File: src/rtl/ipag_pkg.sv
package ipag_pkg;

    localparam int NUM_REGS = 8;
    localparam int IDX_W    = $clog2(NUM_REGS);
    localparam int HI_W     = 32;
    localparam int OFS_W    = 15;
    localparam int PA_W     = HI_W + OFS_W;
    localparam int PTR_W    = 64;
    localparam int ACC_W    = 64;
    localparam int TYPE_W   = 3;
    localparam int PAD_W    = PTR_W - PA_W;

    typedef enum logic {
        BANK_BASE    = 1'b0,
        BANK_SCRATCH = 1'b1
    } bank_e;

    typedef struct packed {
        logic [HI_W-1:0]  hi_part;
        logic [OFS_W-1:0] offset;
    } eff_addr_t;

    typedef struct packed {
        logic             valid;
        logic             legal;
        logic [IDX_W-1:0] dst;
        logic [PA_W-1:0]  addr;
    } stage_t;

    function automatic logic [PA_W-1:0] build_ea(input logic [HI_W-1:0] hi,
                                                 input logic [OFS_W-1:0] ofs);
        eff_addr_t ea;
        ea.hi_part = hi;
        ea.offset  = ofs;
        return ea;
    endfunction

    function automatic logic [PA_W-1:0] index_sum(input logic [PA_W-1:0]  ea,
                                                  input logic [ACC_W-1:0] idx);
        return ea + idx[PA_W-1:0];
    endfunction

    function automatic logic [PTR_W-1:0] widen_ptr(input logic [PA_W-1:0] pa);
        return {{PAD_W{1'b0}}, pa};
    endfunction

    function automatic logic type_is_integer(input logic [TYPE_W-1:0] t);
        return (t[TYPE_W-1] == 1'b0);
    endfunction

endpackage

File: src/rtl/ipag_regbank.sv
module ipag_regbank #(
    parameter int DEPTH = 8,
    parameter int WIDTH = 32,
    localparam int AW = $clog2(DEPTH)
) (
    input  logic             clk,
    input  logic             rst,
    input  logic             wr_en,
    input  logic [AW-1:0]    wr_idx,
    input  logic [WIDTH-1:0] wr_data,
    input  logic [AW-1:0]    rd_idx,
    output logic [WIDTH-1:0] rd_data
);

    logic [WIDTH-1:0] entry_q [DEPTH];

    for (genvar g = 0; g < DEPTH; g++) begin : g_entry
        always_ff @(posedge clk) begin
            if (rst) begin
                entry_q[g] <= '0;
            end else if (wr_en && (wr_idx == AW'(g))) begin
                entry_q[g] <= wr_data;
            end
        end
    end

    assign rd_data = entry_q[rd_idx];

endmodule

File: src/rtl/ipag_agu.sv
module ipag_agu
    import ipag_pkg::*;
(
    input  logic              clk,
    input  logic              rst,
    input  logic              req_valid,
    input  logic [HI_W-1:0]   hi_value,
    input  logic [OFS_W-1:0]  req_offset,
    input  logic [IDX_W-1:0]  req_dst,
    input  logic [TYPE_W-1:0] req_type,
    input  logic [ACC_W-1:0]  acc_b,
    output stage_t            stage
);

    stage_t stage_d;
    logic [PA_W-1:0] ea;

    always_comb begin
        ea            = build_ea(hi_value, req_offset);
        stage_d.valid = req_valid;
        stage_d.legal = type_is_integer(req_type);
        stage_d.dst   = req_dst;
        stage_d.addr  = index_sum(ea, acc_b);
    end

    always_ff @(posedge clk) begin
        if (rst) begin
            stage <= '0;
        end else begin
            stage <= stage_d;
        end
    end

endmodule

File: src/rtl/ipag_ptr_file.sv
module ipag_ptr_file
    import ipag_pkg::*;
(
    input  logic             clk,
    input  logic             rst,
    input  stage_t           stage,
    input  logic [IDX_W-1:0] rd_idx,
    output logic [PTR_W-1:0] rd_data,
    output logic             clr_pulse,
    output logic             ill_pulse
);

    logic [PTR_W-1:0] ptr_q [NUM_REGS];
    logic             commit;

    assign commit = stage.valid && stage.legal;

    for (genvar g = 0; g < NUM_REGS; g++) begin : g_ptr
        always_ff @(posedge clk) begin
            if (rst) begin
                ptr_q[g] <= '0;
            end else if (commit && (stage.dst == IDX_W'(g))) begin
                ptr_q[g] <= widen_ptr(stage.addr);
            end
        end
    end

    always_ff @(posedge clk) begin
        if (rst) begin
            clr_pulse <= 1'b0;
            ill_pulse <= 1'b0;
        end else begin
            clr_pulse <= commit;
            ill_pulse <= stage.valid && !stage.legal;
        end
    end

    assign rd_data = ptr_q[rd_idx];

endmodule

File: src/rtl/ptr_index_agen.sv
module ptr_index_agen
    import ipag_pkg::*;
(
    input  logic              clk,
    input  logic              rst,
    input  logic              cfg_wr_en,
    input  logic              cfg_wr_bank,
    input  logic [IDX_W-1:0]  cfg_wr_idx,
    input  logic [HI_W-1:0]   cfg_wr_data,
    input  logic              req_valid,
    input  logic              req_bank,
    input  logic [IDX_W-1:0]  req_src,
    input  logic [OFS_W-1:0]  req_offset,
    input  logic [IDX_W-1:0]  req_dst,
    input  logic [TYPE_W-1:0] req_type,
    input  logic [ACC_W-1:0]  acc_b,
    input  logic [IDX_W-1:0]  ptr_rd_idx,
    output logic [PTR_W-1:0]  ptr_rd_data,
    output logic              acc_a_clr,
    output logic              illegal_op
);

    localparam int NBANKS = 2;

    logic [HI_W-1:0] bank_rd [NBANKS];
    logic [HI_W-1:0] hi_sel;
    stage_t          stage;

    // one bank instance per select value
    for (genvar b = 0; b < NBANKS; b++) begin : g_bank
        ipag_regbank #(
            .DEPTH(NUM_REGS),
            .WIDTH(HI_W)
        ) bank_i (
            .clk    (clk),
            .rst    (rst),
            .wr_en  (cfg_wr_en && (cfg_wr_bank == 1'(b))),
            .wr_idx (cfg_wr_idx),
            .wr_data(cfg_wr_data),
            .rd_idx (req_src),
            .rd_data(bank_rd[b])
        );
    end

    always_comb begin
        hi_sel = (bank_e'(req_bank) == BANK_SCRATCH) ? bank_rd[1] : bank_rd[0];
    end

    ipag_agu agu_i (
        .clk       (clk),
        .rst       (rst),
        .req_valid (req_valid),
        .hi_value  (hi_sel),
        .req_offset(req_offset),
        .req_dst   (req_dst),
        .req_type  (req_type),
        .acc_b     (acc_b),
        .stage     (stage)
    );

    ipag_ptr_file ptr_i (
        .clk      (clk),
        .rst      (rst),
        .stage    (stage),
        .rd_idx   (ptr_rd_idx),
        .rd_data  (ptr_rd_data),
        .clr_pulse(acc_a_clr),
        .ill_pulse(illegal_op)
    );

endmodule

File: config.mk
export PLATFORM = sky130hd
export DESIGN_NAME = ptr_index_agen
export DESIGN_NICKNAME = d
export VERILOG_FILES = /design/src/rtl/ipag_pkg.sv /design/src/rtl/ipag_regbank.sv /design/src/rtl/ipag_agu.sv /design/src/rtl/ipag_ptr_file.sv /design/src/rtl/ptr_index_agen.sv
export SDC_FILE = /design/constraint.sdc
export NUM_CORES = 1
export LEC_CHECK = 0
export ABC_CLOCK_PERIOD_IN_PS = 7640
export BUFFER_PORTS_ARGS = -buffer_cell sky130_fd_sc_hd__buf_2
export CAP_MARGIN = 10
export CORE_ASPECT_RATIO = 0.6
export CORE_MARGIN = 2
export CORE_UTILIZATION = 45
export CTS_CLUSTER_SIZE = 8
export DETAILED_ROUTE_END_ITERATION = 7
export PLACE_DENSITY = 0.59
export SLEW_MARGIN = 20
export SYNTH_ARGS = -nofsm -noshare
export SYNTH_HDL_FRONTEND = slang
export SYNTH_SLANG_ARGS = --single-unit
File: constraint.sdc
create_clock -name clk -period 7.64 [get_ports clk]
set_input_delay 0.764 -clock clk [delete_from_list [all_inputs] [get_ports clk]]
set_output_delay 0.764 -clock clk [all_outputs]
set_load 0.01 [all_outputs]
; Word level (Yosys, flattened, before mapping)
; Memory sizes are Yosys's and may differ from the RTL's.
; Index checks and enable logic that the tools add are counted.
[op_classes]
n_mux = 99
n_div = 0
shift = 0
eq_ne = 14
n_addsub = 1
n_mul = 0
bitwise = 26
n_reduce_logical = 31
n_lt_le_gt_ge = 0
[ops]
columns = cell, n
row1 = 32-bit 2-to-1 mux, 17
row2 = 47-bit 2-to-1 mux, 8
row3 = 1-bit 2-to-1 mux, 74
row4 = 47-bit adder, 1
row5 = 1-bit logical AND, 28
row6 = "3-bit equality test, second input constant", 8
row7 = 1-bit OR, 24
row8 = "3-bit by 2-bit equality test with 1-bit output, second input constant", 4
row9 = "3-bit by 1-bit equality test with 1-bit output, second input constant", 2
row10 = 3-bit zero test, 2
row11 = 1-bit inverter, 2
row12 = 1-bit zero test, 1
[totals]
out_inout_bits = 66
word_cells = 180
mem_bits_ro = 0
n_memories = 3
reg_bits = 54
latchBits = 0
ram_bits = 888
inputBits = 132
[mem_list]
columns = name, depth, width, read_ports, rd_clocked_by_memory_dff, write_ports, line
row1 = ptr_i.ptr_q, 8, 47, 1, 0, 8, ipag_ptr_file.sv:13  ; logic [PTR_W-1:0] ptr_q [NUM_REGS];
row2 = g_bank[0].bank_i.entry_q, 8, 32, 1, 0, 8, ipag_regbank.sv:15  ; logic [WIDTH-1:0] entry_q [DEPTH];
row3 = g_bank[1].bank_i.entry_q, 8, 32, 1, 0, 8, ipag_regbank.sv:15

; Logic depth before layout (Yosys ltp)
[depth]
depth_word = 7
depth_mapped = 15
ltp_nobuf = 11

; Hierarchy
; From an unflattened synthesis, not the netlist that was laid out.
[unflattened]
cells_unflattened = 3115
hier_area_um2 = 44539.0
[by_module_without_submodules]
columns = mod, cells_per_inst, instances, seq_area_each_um2, area_per_inst_um2
row1 = ipag_regbank, 730, 2, 7687.4, 11497.3
row2 = ipag_ptr_file, 1092, 1, 11330.9, 16793.6
row3 = ipag_agu, 525, 1, 1041.0, 4194.0
row4 = ptr_index_agen, 38, 1, 0.0, 556.8

; Least setup slack after synthesis
; Ideal clock, no wire load.
[synth_path]
path_type = input port to flip-flop
startpoint = input req_src[1]
endpoint = register agu_i.stage[38] (netlist name)
n_path_buf = 4
t_required_ns = 7.510
arrival_time_ns = 4.392
stages = 15
setup_slack_ns = 3.117
setup_time_ns = 0.130
path_cell_list = clkbuf_1 buf_1 clkbuf_1 mux4_2 mux4_2 ha_1 buf_6 o211ai_1 or2_1 a2111o_1 a221oi_2 a21oi_2 a21oi_1 o21ai_1 nor3b_2
[synth_via]
elab_chain_len = 3
word_cells_on_any_way = 4
cone_classes = add/sub (1) / mux (1) / memory (2)
[synth_rtl]
columns = item, line
row1 = start: declaration, ptr_index_agen.sv:12  ; input logic [IDX_W-1:0] req_src,
row2 = memory read 8 x 32 bit, --
row3 = 32-bit 2-to-1 mux *, ptr_index_agen.sv:46  ; hi_sel = (bank_e'(req_bank) == BANK_SCRATCH) ? bank_rd[1] : bank_rd[0];
row4 = 47-bit adder *, ipag_pkg.sv:40  ; return ea + idx[PA_W-1:0];
; Every way passes the cells marked *; elsewhere a longest branch is shown, timed or not.
; A chain may end at the register's enable or synchronous reset.

; Worst setup path in the final report
[layout_path]
startpoint = input req_src[0]
endpoint = register agu_i.stage[33] (netlist name)
[layout_via]
elab_chain_len = 3
word_cells_on_any_way = 4
cone_classes = add/sub (1) / mux (1) / memory (2)
[layout_rtl]
columns = item, line
row1 = memory read 8 x 32 bit, --
row2 = 32-bit 2-to-1 mux *, ptr_index_agen.sv:46
row3 = 47-bit adder *, ipag_pkg.sv:40
; Marked as above.

==> summary by stage <==
Final layout
The area growth from synthesis to layout is 13.80%. In the final layout, the multi-input gates occupy 0.01566 mm^2. Leaving out fill and tap cells, the most frequent cells in the layout are sky130_fd_sc_hd__and2_1 (891), sky130_fd_sc_hd__edfxtp_1 (888), sky130_fd_sc_hd__mux4_2 (253). The non-filler instance count after layout is 4,413.

The most common cell after layout, fill and taps aside is sky130_fd_sc_hd__and2_1. The final layout contains 3,216 nets. The filler cell count is 8,032. The area occupied by registers is 0.02775 mm^2. The post-route netlist has 24.24% of its cells at a drive strength greater than 1.

Clocking
The clock net in this run drives a total of 942 sinks. The root cell of the clock tree is sky130_fd_sc_hd__clkbuf_16. Counting along the longest clock path gives a buffer depth of 3. The CTS buffer count is 135. After clock tree synthesis, the flow added hold-fix buffers numbering 0. TritonCTS built the clock tree. Once the clock tree was built, the setup fixing pass inserted 0 buffers. After clock tree synthesis, the clock-pin slew on the worst setup and hold paths is 0.06 ns.

The H-tree depth reported by CTS is 4. Post-CTS repair changed the size of 0 cells. Clock latency on the worst-skew pair, taken at its later pin, is 0.75 ns.

STA
Clock skew on the completed layout was measured at 0.02163 ns. Setup violations remaining at the end of the flow were counted as 0. For the finished layout, the period the worst path requires is 4.663 ns.

The maximum achievable frequency is 214.4 MHz. The final critical-path setup slack is 2.977 ns. Headroom to the max-slew limit came out at 30.33%. The final critical-path share of the clock period is 61.04%.

The number of pins exceeding their max-slew limit in the final report is 0. Setup repair after global routing left no endpoint under its margin. The sum of negative setup slack is 0 ns. The measured slew at the worst slew-check pin is 1.039 ns.

The number of hold-slack violations in the final timing report is 0. The hold slack is 0.1725 ns.

Power
The maximum vdd drop is 230.2 uV. The internal portion of total power is 9.748 mW. The power share of the sequential group is 47.2%.

The leakage dissipation is 18.24 nW. The power per unit of standard cell area is 257.6 mW/mm^2. Of the total power, the share spent switching nets is 24.66%. Combinational logic burns 10.5% of the power. Summed over all nets, the switching power comes to 3.190 mW. Of the total power, the clock network draws 42.3%.

Setup path
STA classifies the critical path startpoint as an input pin. The critical path goes through clkbuf_8 > buf_4 > mux4_2 > mux4_2 > ha_1 > a21oi_1 > nor2b_1 > o21ai_0 > o211ai_1 > a31oi_2 > o21bai_1 > a41oi_1 > mux2_1. The maximum net fanout on the critical path is 54.

The stage delay of the slowest cell on the critical path is 0.57 ns. The data required time at the worst endpoint is 8.26 ns. The buffering stage count on the worst path with inverters included is 2. The cell family contributing the most delay on the critical path is compound AO/OA/AOI/OAI gates. By startpoint and endpoint, the worst setup path is classified as input pin to flip-flop. For the worst setup path, the data arrival time is 5.28 ns. The master of the slowest instance on the critical path is sky130_fd_sc_hd__mux4_2. The element type at the critical path end is a flip-flop. Counting stages on the worst path, the most repeated cell is sky130_fd_sc_hd__mux4_2.

Detailed routing
The final layout contains routed wiring with a total length of 123,100 um. In the final routed layout, each cell accounts on average for 27.89 um. The vias after detailed routing is 25,630. In the routed layout, each cell is associated on average with a via count of 5.809.

The number of nets still failing antenna checks after routing is 0. The post-route DRC violation count is 0. The length of the first detailed-routing pass in iterations is 6.

The number of violations reported at the end of detailed-routing iteration 0 is 2,940.

Logic synthesis
The number of distinct library cells after synthesis is 79. The number of enable flip-flop cells after synthesis is 888. The fraction of registers with async set or reset after synthesis is 0%. The area of the mapped netlist is 0.04413 mm^2.

Dividing the synthesized area by the synthesized cell count gives 15.22 um^2. In the synthesized netlist the dominant register cell turns out to be sky130_fd_sc_hd__edfxtp_1. In this run, synthesis produced a sequential element count of 942. The sequential cell area fraction in the yosys report is 62.87%.

During synthesis, Yosys emitted a total of 0 warnings. The number of instances in the synthesized netlist is 2,900.

Place
The total placed cells including tap cells is 4,205. The number of buffer cells added on primary ports is 161. The detailed placer's ending HPWL is 71,460 um. Before CTS, the worst setup slack after placement is 2.150 ns.

The final weighted congestion in routability-driven placement is 0.9054.

Global routing
The first-pass GRT wire length is 178,100 um. The number of antenna violations at the first check in global routing was 17. The number of global-route vias before repair was 25,650. For this run, the total global-route usage over all layers was measured as 24.78%. Entering global routing, the biggest net connects 70 pins. The remaining global-route overflow is 0.

Floorplanning
The number of top-level pins is 198. Measured along the y axis, the die boundary spans 246.6 um. The overall die area is 0.1007 mm^2.

Once the floorplan was initialized, standard cells occupied 45.65% of the core. The die is 408.3 um wide. The number of rows created at floorplan is 88. The placeable core region is 0.09667 mm^2.

Flow run
The number of max-capacitance violations reported is 0.

Status
The run finished with clean final reports.

Min path
The kind of path behind the tightest hold check is input pin to flip-flop.
[final timing paths]
path / slack, ns / startpoint / endpoint / cells past startpoint
setup / recovery: 2.98 / req_src[0] / agu_i.stage[33] / 13
hold reg to reg: 0.54 / agu_i.stage[51] / ptr_i.ill_pulse / 1
setup reg to reg: 3.72 / g_bank[0].bank_i.entry_q[7][14] / agu_i.stage[44] / 11
hold / removal: 0.17 / req_type[2] / agu_i.stage[50] / 2
[sequential cells by signal (all words and copies together) (netlist names)]
signal / flops
agu_i.stage: 52
g_bank.bank_i.entry_q: 512
ptr_i.clr_pulse: 1
ptr_i.ill_pulse: 1
ptr_i.ptr_q: 376
[kinds of logic (layout without fill, tap and decap cells)]
| logic type | Yosys count | in the layout | share of synthesized area, % |
|---|---|---|---|
| adders and majority gates | 47 | 47 | 1.350 |
| DFF | 942 | 942 | 62.87 |
| muxes | 305 | 305 | 14.24 |
| other | 1 | 27 | 0.008498 |
| buffers and inverters | 251 | 433 | 2.470 |
| AOI/OAI and AO/OA | 194 | 194 | 3.085 |
| xor gates and xnor gates | 32 | 32 | 0.6351 |
| and+or+nand+nor | 1128 | 1128 | 15.34 |
[synthesized netlist by cell type (2+ instances only)]
cell,instances,area [um^2]
sky130_fd_sc_hd__buf_1,15,56.30
sky130_fd_sc_hd__nand3_1,15,75.07
sky130_fd_sc_hd__xnor2_1,19,166.4
sky130_fd_sc_hd__edfxtp_1,888,26670
sky130_fd_sc_hd__o211ai_1,5,37.54
sky130_fd_sc_hd__o21ai_1,2,10.01
sky130_fd_sc_hd__or3_1,5,31.28
sky130_fd_sc_hd__nor2_1,84,315.3
sky130_fd_sc_hd__or2_2,2,12.51
sky130_fd_sc_hd__and3b_1,2,17.52
sky130_fd_sc_hd__nor2b_1,15,93.84
sky130_fd_sc_hd__ha_1,46,575.6
sky130_fd_sc_hd__and3_1,7,43.79
sky130_fd_sc_hd__nor3b_2,2,25.02
sky130_fd_sc_hd__buf_6,4,45.04
sky130_fd_sc_hd__a31oi_1,5,31.28
sky130_fd_sc_hd__nand4_1,18,112.6
sky130_fd_sc_hd__a211oi_1,5,37.54
sky130_fd_sc_hd__xor2_1,13,113.9
sky130_fd_sc_hd__mux4_2,253,5698
sky130_fd_sc_hd__clkbuf_8,2,27.53
sky130_fd_sc_hd__buf_4,18,135.1
sky130_fd_sc_hd__o21ai_2,2,17.52
sky130_fd_sc_hd__and2_1,891,5574
sky130_fd_sc_hd__nor3b_1,5,37.54
sky130_fd_sc_hd__a31o_2,2,17.52
sky130_fd_sc_hd__mux2_2,49,551.8
sky130_fd_sc_hd__a21oi_1,52,260.3
sky130_fd_sc_hd__nand3b_1,3,22.52
sky130_fd_sc_hd__nand2_1,42,157.7
sky130_fd_sc_hd__a21o_1,37,277.8
sky130_fd_sc_hd__a21oi_2,6,52.55
sky130_fd_sc_hd__a21o_2,2,17.52
sky130_fd_sc_hd__o21bai_1,24,180.2
sky130_fd_sc_hd__a211o_2,2,20.02
sky130_fd_sc_hd__dfxtp_1,54,1081
sky130_fd_sc_hd__o21a_1,7,52.55
sky130_fd_sc_hd__o21ai_0,21,105.1
sky130_fd_sc_hd__a2111oi_0,2,17.52
sky130_fd_sc_hd__inv_1,14,52.55
sky130_fd_sc_hd__buf_2,23,115.1
sky130_fd_sc_hd__clkbuf_1,174,653.1
sky130_fd_sc_hd__nand2b_1,5,31.28
sky130_fd_sc_hd__mux2_1,2,22.52
sky130_fd_sc_hd__nor3_1,22,110.1
[cell type report]
class | count | share of cell area [%]
Antenna cell | 10 | 0.04983
Clock buffer | 185 | 7.185
Clock inverter | 13 | 0.4136
Inverter | 14 | 0.1046
Multi-Input combinational cell | 1723 | 31.18
Sequential cell | 942 | 55.25
Tap cell | 1305 | 3.251
Timing Repair Buffer | 221 | 2.571
[layer usage]
layer,track usage [%],wire [um]
met1,37.10,55240
met2,37.25,55410
met3,4.202,9970
met4,7.282,2457
met5,0,0
[through the flow]
step	cell area [um^2]	utilization, %	total power, mW
finish	50220	51.95	12.94
global route	50200	51.93	13.36
detailed placement	46380	47.97	7.543
CTS	50190	51.92	13.02
floorplan	44190	-	7.019
global placement	46380	47.97	7.507
[power by group through the flow]
stage               Combinational [mW]  Sequential (mW)  Clock [mW]
global placement                  1.33             6.18           0
finish                            1.36             6.11        5.48
floorplan                        0.885             6.13           0
global route                      1.45             6.14        5.78
detailed placement                1.34             6.20           0
CTS                               1.35             6.11        5.56
No activity file was read; power rests on OpenSTA's default activity.
